--- config.mk ---
export PLATFORM = sky130hd
export DESIGN_NAME = smb_cfg_slave
export DESIGN_NICKNAME = d
export VERILOG_FILES = /design/src/rtl/smb_cfg_pkg.sv /design/src/rtl/smb_line_sync.sv /design/src/rtl/smb_decode.sv /design/src/rtl/smb_cfg_fsm.sv /design/src/rtl/smb_cfg_slave.sv
export SDC_FILE = /design/constraint.sdc
export NUM_CORES = 1
export LEC_CHECK = 0
export BUFFER_PORTS_ARGS = -buffer_cell sky130_fd_sc_hd__buf_4
export CAP_MARGIN = 20
export CORE_MARGIN = 2
export CORE_UTILIZATION = 55
export CTS_CLUSTER_SIZE = 12
export DETAILED_ROUTE_END_ITERATION = 7
export HOLD_SLACK_MARGIN = 0.06
export PLACE_DENSITY_LB_ADDON = 0.2
export SETUP_SLACK_MARGIN = 0.02
export SLEW_MARGIN = 20
export SYNTH_ARGS = -nofsm -noshare
export SYNTH_HDL_FRONTEND = slang
export SYNTH_SLANG_ARGS = --single-unit
--- constraint.sdc ---
create_clock -name clk -period 2.9 [get_ports clk]
set_input_delay 0.435 -clock clk [delete_from_list [all_inputs] [get_ports clk]]
set_output_delay 0.435 -clock clk [all_outputs]
set_load 0.02 [all_outputs]
--- src/rtl/smb_cfg_pkg.sv ---
// Shared types and derived widths for the two-wire configuration slave.
// Assumes a 7-bit bus address split into a fixed part and strap bits.
package smb_cfg_pkg;
    localparam int ADDR_W   = 7;
    localparam int STRAP_W  = 2;
    localparam int DEVID_W  = ADDR_W - STRAP_W;
    localparam int BYTE_W   = 8;
    localparam int IDX_W    = BYTE_W - 1;
    localparam int CNT_W    = $clog2(BYTE_W + 1);

    typedef enum logic [2:0] {
        ST_IDLE,
        ST_RX,
        ST_ACK,
        ST_TX,
        ST_MACK
    } smb_state_e;

    typedef enum logic [1:0] {
        PH_ADDR,
        PH_CMD,
        PH_DATA,
        PH_EXTRA
    } smb_phase_e;
endpackage

--- src/rtl/smb_line_sync.sv ---
// Synchronizes SCL and SDA into the clock domain and finds bus events.
// Assumes both lines idle high; the reset value of every stage is 1.
module smb_line_sync #(
    parameter int STAGES = 2
) (
    input  logic clk,
    input  logic rst_n,
    input  logic scl_i,
    input  logic sda_i,
    output logic scl_q,
    output logic sda_q,
    output logic scl_rise,
    output logic scl_fall,
    output logic start_det,
    output logic stop_det
);
    localparam int LINES = 2;

    logic [LINES-1:0]             line_in;
    logic [LINES-1:0][STAGES-1:0] pipe;
    logic                         scl_prev;
    logic                         sda_prev;

    assign line_in = {sda_i, scl_i};

    for (genvar g = 0; g < LINES; g++) begin : g_line
        // Shift one bus line through its synchronizer chain.
        always_ff @(posedge clk) begin
            if (!rst_n) pipe[g] <= '1;
            else        pipe[g] <= {pipe[g][STAGES-2:0], line_in[g]};
        end
    end

    assign scl_q = pipe[0][STAGES-1];
    assign sda_q = pipe[1][STAGES-1];

    // Keep the previous synchronized values for edge detection.
    always_ff @(posedge clk) begin
        if (!rst_n) begin
            scl_prev <= 1'b1;
            sda_prev <= 1'b1;
        end else begin
            scl_prev <= scl_q;
            sda_prev <= sda_q;
        end
    end

    assign scl_rise  = scl_q & ~scl_prev;
    assign scl_fall  = ~scl_q & scl_prev;
    assign start_det = scl_q & scl_prev & sda_prev & ~sda_q;
    assign stop_det  = scl_q & scl_prev & ~sda_prev & sda_q;
endmodule

--- src/rtl/smb_decode.sv ---
// Decodes a received byte both as a slave address and as a command.
// Purely combinational; the FSM decides which result applies.
module smb_decode
    import smb_cfg_pkg::*;
#(
    parameter logic [DEVID_W-1:0] DEV_ID   = 5'b10100,
    parameter logic [IDX_W-1:0]   REG_LAST = 7'h45
) (
    input  logic [BYTE_W-1:0]  byte_i,
    input  logic [STRAP_W-1:0] strap_i,
    output logic               addr_hit_o,
    output logic               legal_o,
    output logic               nv_o,
    output logic [IDX_W-1:0]   idx_o
);
    // Compare the address field and bound-check the command index.
    always_comb begin
        addr_hit_o = (byte_i[BYTE_W-1:1] == {DEV_ID, strap_i});
        nv_o       = byte_i[BYTE_W-1];
        idx_o      = byte_i[IDX_W-1:0];
        legal_o    = (byte_i[IDX_W-1:0] <= REG_LAST);
    end
endmodule

--- src/rtl/smb_cfg_fsm.sv ---
// Byte-level protocol engine: shifts bits in and out, ACKs or NACKs,
// holds the register pointer and issues register-file strobes.
// Assumes SCL and SDA events come from a synchronizer; SDA is changed
// only on a synchronized SCL fall.
module smb_cfg_fsm
    import smb_cfg_pkg::*;
(
    input  logic              clk,
    input  logic              rst_n,
    input  logic              sda_q,
    input  logic              scl_rise,
    input  logic              scl_fall,
    input  logic              start_det,
    input  logic              stop_det,
    input  logic              busy_i,
    input  logic              addr_hit_i,
    input  logic              legal_i,
    input  logic              cmd_nv_i,
    input  logic [IDX_W-1:0]  cmd_idx_i,
    input  logic [BYTE_W-1:0] rd_data_i,
    output logic [BYTE_W-1:0] byte_o,
    output logic              sda_oe_o,
    output logic              ptr_nv_o,
    output logic [IDX_W-1:0]  ptr_idx_o,
    output logic              wr_en_o,
    output logic [BYTE_W-1:0] wr_data_o,
    output logic              rd_en_o
);
    localparam logic [CNT_W-1:0] FULL = CNT_W'(BYTE_W);

    smb_state_e        state;
    smb_phase_e        phase;
    logic [CNT_W-1:0]  bitcnt;
    logic [BYTE_W-1:0] shreg;
    logic              go_tx;
    logic              mack;

    assign byte_o = shreg;

    // Main protocol sequencer; START and STOP take priority over all.
    always_ff @(posedge clk) begin
        if (!rst_n) begin
            state     <= ST_IDLE;
            phase     <= PH_ADDR;
            bitcnt    <= '0;
            shreg     <= '0;
            go_tx     <= 1'b0;
            mack      <= 1'b0;
            sda_oe_o  <= 1'b0;
            ptr_nv_o  <= 1'b0;
            ptr_idx_o <= '0;
            wr_en_o   <= 1'b0;
            wr_data_o <= '0;
            rd_en_o   <= 1'b0;
        end else begin
            wr_en_o <= 1'b0;
            rd_en_o <= 1'b0;
            if (start_det) begin
                state    <= ST_RX;
                phase    <= PH_ADDR;
                bitcnt   <= '0;
                sda_oe_o <= 1'b0;
            end else if (stop_det) begin
                state    <= ST_IDLE;
                sda_oe_o <= 1'b0;
            end else begin
                case (state)
                    ST_IDLE: begin
                        sda_oe_o <= 1'b0;
                    end
                    ST_RX: begin
                        if (scl_rise && bitcnt < FULL) begin
                            shreg  <= {shreg[BYTE_W-2:0], sda_q};
                            bitcnt <= bitcnt + 1'b1;
                        end else if (scl_fall && bitcnt == FULL) begin
                            case (phase)
                                PH_ADDR: begin
                                    if (addr_hit_i && !busy_i) begin
                                        sda_oe_o <= 1'b1;
                                        state    <= ST_ACK;
                                        go_tx    <= shreg[0];
                                        phase    <= PH_CMD;
                                    end else begin
                                        state <= ST_IDLE;
                                    end
                                end
                                PH_CMD: begin
                                    if (legal_i) begin
                                        ptr_nv_o  <= cmd_nv_i;
                                        ptr_idx_o <= cmd_idx_i;
                                        sda_oe_o  <= 1'b1;
                                        state     <= ST_ACK;
                                        go_tx     <= 1'b0;
                                        phase     <= PH_DATA;
                                    end else begin
                                        state <= ST_IDLE;
                                    end
                                end
                                PH_DATA: begin
                                    wr_en_o   <= 1'b1;
                                    wr_data_o <= shreg;
                                    sda_oe_o  <= 1'b1;
                                    state     <= ST_ACK;
                                    go_tx     <= 1'b0;
                                    phase     <= PH_EXTRA;
                                end
                                default: begin
                                    state <= ST_IDLE;
                                end
                            endcase
                        end
                    end
                    ST_ACK: begin
                        if (scl_fall) begin
                            bitcnt <= '0;
                            if (go_tx) begin
                                shreg    <= rd_data_i;
                                rd_en_o  <= 1'b1;
                                sda_oe_o <= ~rd_data_i[BYTE_W-1];
                                state    <= ST_TX;
                            end else begin
                                sda_oe_o <= 1'b0;
                                state    <= ST_RX;
                            end
                        end
                    end
                    ST_TX: begin
                        if (scl_rise) begin
                            bitcnt <= bitcnt + 1'b1;
                        end else if (scl_fall) begin
                            if (bitcnt == FULL) begin
                                sda_oe_o <= 1'b0;
                                state    <= ST_MACK;
                            end else begin
                                shreg    <= {shreg[BYTE_W-2:0], 1'b0};
                                sda_oe_o <= ~shreg[BYTE_W-2];
                            end
                        end
                    end
                    ST_MACK: begin
                        if (scl_rise) begin
                            mack <= ~sda_q;
                        end else if (scl_fall) begin
                            if (mack) begin
                                bitcnt   <= '0;
                                shreg    <= rd_data_i;
                                rd_en_o  <= 1'b1;
                                sda_oe_o <= ~rd_data_i[BYTE_W-1];
                                state    <= ST_TX;
                            end else begin
                                state <= ST_IDLE;
                            end
                        end
                    end
                    default: begin
                        state <= ST_IDLE;
                    end
                endcase
            end
        end
    end
endmodule

--- src/rtl/smb_cfg_slave.sv ---
// Top of the two-wire configuration slave: line synchronizer, byte
// decoder and protocol engine. Assumes an external open-drain pad that
// pulls SDA low while sda_oe_o is 1, and a register file that answers
// rf_rd_data_i combinationally for the current pointer.
module smb_cfg_slave
    import smb_cfg_pkg::*;
#(
    parameter logic [4:0] DEV_ID      = 5'b10100,
    parameter logic [6:0] REG_LAST    = 7'h45,
    parameter int         SYNC_STAGES = 2
) (
    input  logic       clk,
    input  logic       rst_n,
    input  logic       scl_i,
    input  logic       sda_i,
    output logic       sda_oe_o,
    input  logic [1:0] strap_i,
    input  logic       busy_i,
    output logic       rf_nv_o,
    output logic [6:0] rf_idx_o,
    output logic       rf_wr_en_o,
    output logic [7:0] rf_wr_data_o,
    output logic       rf_rd_en_o,
    input  logic [7:0] rf_rd_data_i
);
    logic              scl_q;
    logic              sda_q;
    logic              scl_rise;
    logic              scl_fall;
    logic              start_det;
    logic              stop_det;
    logic [BYTE_W-1:0] rx_byte;
    logic              addr_hit;
    logic              cmd_legal;
    logic              cmd_nv;
    logic [IDX_W-1:0]  cmd_idx;

    smb_line_sync #(.STAGES(SYNC_STAGES)) u_sync (
        .clk       (clk),
        .rst_n     (rst_n),
        .scl_i     (scl_i),
        .sda_i     (sda_i),
        .scl_q     (scl_q),
        .sda_q     (sda_q),
        .scl_rise  (scl_rise),
        .scl_fall  (scl_fall),
        .start_det (start_det),
        .stop_det  (stop_det)
    );

    smb_decode #(.DEV_ID(DEV_ID), .REG_LAST(REG_LAST)) u_dec (
        .byte_i     (rx_byte),
        .strap_i    (strap_i),
        .addr_hit_o (addr_hit),
        .legal_o    (cmd_legal),
        .nv_o       (cmd_nv),
        .idx_o      (cmd_idx)
    );

    smb_cfg_fsm u_fsm (
        .clk        (clk),
        .rst_n      (rst_n),
        .sda_q      (sda_q),
        .scl_rise   (scl_rise),
        .scl_fall   (scl_fall),
        .start_det  (start_det),
        .stop_det   (stop_det),
        .busy_i     (busy_i),
        .addr_hit_i (addr_hit),
        .legal_i    (cmd_legal),
        .cmd_nv_i   (cmd_nv),
        .cmd_idx_i  (cmd_idx),
        .rd_data_i  (rf_rd_data_i),
        .byte_o     (rx_byte),
        .sda_oe_o   (sda_oe_o),
        .ptr_nv_o   (rf_nv_o),
        .ptr_idx_o  (rf_idx_o),
        .wr_en_o    (rf_wr_en_o),
        .wr_data_o  (rf_wr_data_o),
        .rd_en_o    (rf_rd_en_o)
    );
endmodule

# After elaboration in Yosys (flattened, before gate mapping)
# Cells that the tools add are included.
# totals
reg_bits	44
latchBits	0
mem_bits_rw	0
rom_bits	0
output_inout_bits	19
elab_cells	157
mem_count	0
# op_classes
n_addsub	1
n_mul	0
n_div	0
magnitude_cmp	2
n_eq_ne	35
shifts	0
muxes	60
bitwise	20
n_reduce_logical	22
# ops
operator	n
8-bit 2-to-1 mux	9
8-bit case mux with 4 select lines	1
3-bit 2-to-1 mux	8
4-bit 2-to-1 mux	6
4-bit by 3-bit inequality test with 1-bit output, second input constant	6
12-bit AND reduction	2
1-bit 2-to-1 mux	22
2-bit by 1-bit inequality test with 1-bit output, second input constant	10
9-bit AND reduction	2
4-bit case mux with 4 select lines	1
8-bit AND reduction	2
3-bit case mux with 5 select lines	1
7-bit AND reduction	2
1-bit inverter	13
2-bit 2-to-1 mux	6
4-bit inequality test, second input constant	3
2-bit inequality test, second input constant	5
3-bit case mux with 3 select lines	1
1-bit AND	7
7-bit equality test	1
7-bit less-or-equal comparator, second input constant	1
3-bit by 2-bit equality test with 1-bit output, second input constant	2
3-bit inequality test, second input constant	2
1-bit case mux with 3 select lines	2
other kinds (23)	25

# Longest topological paths before layout
# depth
word_depth	9
ltp_mapped	8
depth_no_buf	7

# Cells and area by module
# Synthesis repeated with hierarchy kept, for this count alone.
# hier_totals
hier_cells	284
area_unflattened_um2	2491.1
# modules_own_cells
module	instances	cells_each	area_per_inst_um2	seq_area_each_um2
smb_cfg_fsm	1	254	2180.8	760.7
smb_line_sync	1	16	190.2	120.1
smb_decode	1	14	120.1	0.0

# Worst setup path after synthesis
# OpenSTA, ideal clock, no wires.
# synth_timing
path_kind	flip-flop to flip-flop
startpoint	reg u_fsm.state[2]
endpoint	reg u_fsm.ptr_idx_o[6]
setup_time_ns	0.128
arrival_time_ns	1.947
required_ns	2.772
path_slack_ns	0.826
stages_incl_launch_ff	7
n_path_buf	1
path_cell_list	dfxtp_1 > buf_6 > or3b_4 > or3_4 > a211oi_4 > mux2i_1 > nor2_1
# synth_via
elab_chain_len	2
# synth_rtl
element	line	source
start: declaration	smb_cfg_fsm.sv:31	smb_state_e state;
start signal: assignment	smb_cfg_fsm.sv:43	state <= ST_IDLE;
start signal: assignment	smb_cfg_fsm.sv:59	state <= ST_RX;
start signal: assignment	smb_cfg_fsm.sv:64	state <= ST_IDLE;
3-bit by 1-bit equality test with 1-bit output	smb_cfg_fsm.sv:67	case (state)
7-bit AND reduction (no source line)	--	
end signal: assignment	smb_cfg_fsm.sv:90	ptr_idx_o <= cmd_idx_i;
end: declaration	smb_cfg_fsm.sv:24	output logic [IDX_W-1:0] ptr_idx_o,
# Every way passes these cells.
# A chain may end at the register's enable or synchronous reset.

# Worst setup path in the final report
# layout_timing
startpoint	reg u_fsm.state[1]
endpoint	reg u_fsm.shreg[1], in the netlist u_fsm.byte_o[1]
# layout_via
elab_chain_len	3
elab_cells_between_ends	16
cone_classes	eq/ne: 13; mux: 1; reduce/logical: 2
# layout_rtl
element	line	source
3-bit equality test, or another cell as far along	smb_cfg_fsm.sv:67	
2-bit inequality test (no source line), or another cell as far along	--	
12-bit AND reduction (no source line)	--	
end signal: assignment	smb_cfg_fsm.sv:73	shreg <= {shreg[BYTE_W-2:0], sda_q};
end signal: assignment	smb_cfg_fsm.sv:117	shreg <= rd_data_i;
end signal: assignment	smb_cfg_fsm.sv:135	shreg <= {shreg[BYTE_W-2:0], 1'b0};
end: declaration	smb_cfg_fsm.sv:34	logic [BYTE_W-1:0] shreg;
# Several ways; a longest one is shown, not always the timed one.

==> metrics.yaml <==
pwr:
  internal-power_mw: 0.910
  p_per_area_mw_per_mm2: 448
  combPwrFrac_pct: 7.8
  power.net_switching_mw: 0.264
  p_leak_nw: 1.02
  clkPwrFrac_pct: 39.4
  p_seq_share_pct: 52.8
  peakVddDrop_uv: 273
  power_mw: 1.17
  swShare_pct: 22.5
floorplan:
  fp.dieArea_mm2: 0.00456
  initial_core_util_pct: 56.3
  die_x_um: 67.5
  die_h_um: 67.5
  rows: 23
  core_mm2: 0.00394
  io_pins: 34
global_route:
  track_usage_pct: 23.6
  grt_overflow: 0
  grt_pass1_wl_um: 8030
  antenna_found_initial: 0
  grt_pass1_vias: 1695
  grt_max_degree: 25
critical_path:
  crit_fanout: 17
  arrival_ns: 2.52
  cpLargestDelayFamily: "compound AO/OA/AOI/OAI gates"
  cp_cell_sequence: "nor3b_1 > a221oi_1 > o21a_1 > a21oi_1 > a311oi_1"
  max_stage_delay_ns: 0.62
  cp.buffers_inverters: 0
  crit_type: "reg2reg"
  crit_path_end_kind: "flip-flop"
  start_kind: "flip-flop"
  slowest_stage: "dfxtp_1"
  required_ns: 3.10
layout:
  antenna_cells: 0
  drive_gt1_share_pct: 18.6
  nNetsFinal: 301
  area_growth_pct: 18.1
  fin_area_mm2: 0.00262
  finish.utilization_pct: 66.6
clocking:
  cts_setup_buffers: 0
  clock-sinks: 44
  clk_latency_ns: 0.29
  clockBufferDepth: 2
  h-tree-depth: 2
  clockRootBuffer: "clkbuf_8"
  hold_buffers: 0
  cts_tree: "yes"
  ctsResizeCount: 0
  clkSlewWorstSetupHoldPaths_ns: 0.08
  numCtsBuffers: 5
synth:
  async_reset_ff_share_pct: 0
  synth-seq-area-share_pct: 39.7
  ys_seq_elements: 44
  syn_inst: 246
  synthFlopType: "dfxtp_1"
  synth_area_mm2: 0.00222
  synthDistinctLibCells: 51
  yosys_warnings: 0
  syn_nets: 268
  syn_avg_cell_area_um2: 9.03
  synth_enable_flop_cells: 0
timing:
  hold_violations: 0
  min_period_ns: 2.32
  finClkSkew_ns: 0.00450
  tns_ns: 0
  tightest_slew_ns: 0.757
  fin_ws_ns: 0.583
  setup_violations: 0
  maxSlewViolCount: 0
  finalCritPeriodShare_pct: 79.9
  rsz0062_at_grt: "false"
  max_freq_ghz: 0.432
  max_slew_margin_pct: 49.5
drt:
  wl_per_cell_um: 15.3
  first_pass_iters: 4
  totalWireLength_um: 5030
  wl_met3_um: 237
  met1_length_um: 2430
  wl_met2_um: 2310
  ant_nets: 0
  drt-initial-drc-count: 181
  remaining_drc_errors: 0
  viasPerCell: 5.75
  vias: 1899
  top_layer: "met4"
placement:
  pre_cts_ws_ns: 0.650
  portBuffers: 33
  dpl.hpwl_um: 3540
  placed_cell_area_mm2: 0.00252
  routabilityCongestion: 0.845
job:
  maxCapViolCount: 0
run_status:
  status: "complete, no violations"
min_path:
  hold_path_class: "in2reg"
-- worst paths after layout --
check                           cells past startpoint  slack (ns)               to            from
worst min register to register                      1        0.41     u_sync.sda_q  u_sync.pipe[2]
worst min-delay path                                2        0.32   u_sync.pipe[0]           scl_i
worst max register to register                      5        0.58  u_fsm.byte_o[1]  u_fsm.state[1]
worst max-delay path                                5        0.58  u_fsm.byte_o[1]  u_fsm.state[1]
-- per-layer routing --
| layer | up-vias | track usage, % |
|---|---|---|
| li1 | 951 | - |
| met1 | 894 | 33.3 |
| met2 | 47 | 35.5 |
| met3 | 7 | 4.17 |
| met4 | 0 | 9.44 |
| met5 | - | 0 |
-- power groups by stage --
stage / combinational (mW) / clock (mW) / sequential [mW]
after global routing: 0.0998 / 0.493 / 0.621
after floorplan: 0.0553 / 0 / 0.634
after CTS: 0.0908 / 0.468 / 0.620
after detailed placement: 0.0902 / 0 / 0.634
after global placement: 0.0893 / 0 / 0.634
final: 0.0913 / 0.463 / 0.620
-- cell type report --
type | count | area, um^2
Inverter | 10 | 37.5
Fill cell | 311 | 1320
Clock buffer | 6 | 72.6
Clock inverter | 2 | 35.0
Multi-Input combinational cell | 180 | 1250
Tap cell | 50 | 62.6
Sequential cell | 44 | 881
Timing Repair Buffer | 38 | 285
-- flip-flops by register name (all words and copies together), names as in the netlist, 2 cells and up --
signal,count
u_fsm.byte_o,8
u_fsm.wr_data_o,8
u_fsm.ptr_idx_o,7
u_fsm.bitcnt,4
u_fsm.state,3
u_fsm.phase,2
u_sync.pipe,2
-- cells in the final DEF (no fill, tap or decap), drive strengths merged, types with 6 or more instances in the layout --
master | Yosys | final
a21oi | 22 | 22
a311oi | 10 | 10
buf | 2 | 38
clkbuf | 10 | 6
dfxtp | 44 | 44
ha | 7 | 7
inv | 9 | 9
mux2i | 25 | 25
nand2 | 16 | 16
nand2b | 10 | 10
nor2 | 29 | 29
o21ai | 7 | 7
-- per-stage QoR --
stage,hold slack [ns],instances
final,0.320,330
after global routing,0.316,330
after CTS,0.315,330
after detailed placement,0.393,322
after global placement,0.394,322
after floorplan,0.386,246
-- kinds of logic after synthesis --
family | count (synthesis) | synth area share [%]
muxes | 25 | 11.3
xor gates and xnor gates | 3 | 1.18
DFF | 44 | 39.7
buffers and inverters | 22 | 4.06
adders and majority gates | 7 | 3.94
and+or+nand+nor | 84 | 20.0
AOI/OAI and AO/OA | 61 | 19.9
-- cells in the mapped netlist (2+ instances only) --
| cell type | instances | area (um^2) |
|---|---|---|
| nor3_1 | 4 | 20.0 |
| clkbuf_1 | 10 | 37.5 |
| o21a_1 | 2 | 15.0 |
| o21ai_1 | 2 | 10.0 |
| nor3b_1 | 2 | 15.0 |
| a211oi_1 | 3 | 22.5 |
| ha_1 | 7 | 87.6 |
| a21oi_1 | 22 | 110 |
| a311oi_1 | 10 | 87.6 |
| o31ai_1 | 2 | 15.0 |
| a31oi_1 | 2 | 12.5 |
| mux2i_1 | 25 | 250 |
| nand4b_1 | 2 | 17.5 |
| dfxtp_1 | 44 | 881 |
| o21ai_0 | 5 | 25.0 |
| nand3b_1 | 3 | 22.5 |
| nand2b_1 | 10 | 62.6 |
| or3_1 | 2 | 12.5 |
| xnor2_1 | 2 | 17.5 |
| inv_1 | 9 | 33.8 |
| nand3_1 | 2 | 10.0 |
| nor2_1 | 29 | 109 |
| nor2b_1 | 4 | 25.0 |
| nand2_1 | 16 | 60.1 |
No activity file was read; power rests on OpenSTA's default activity.
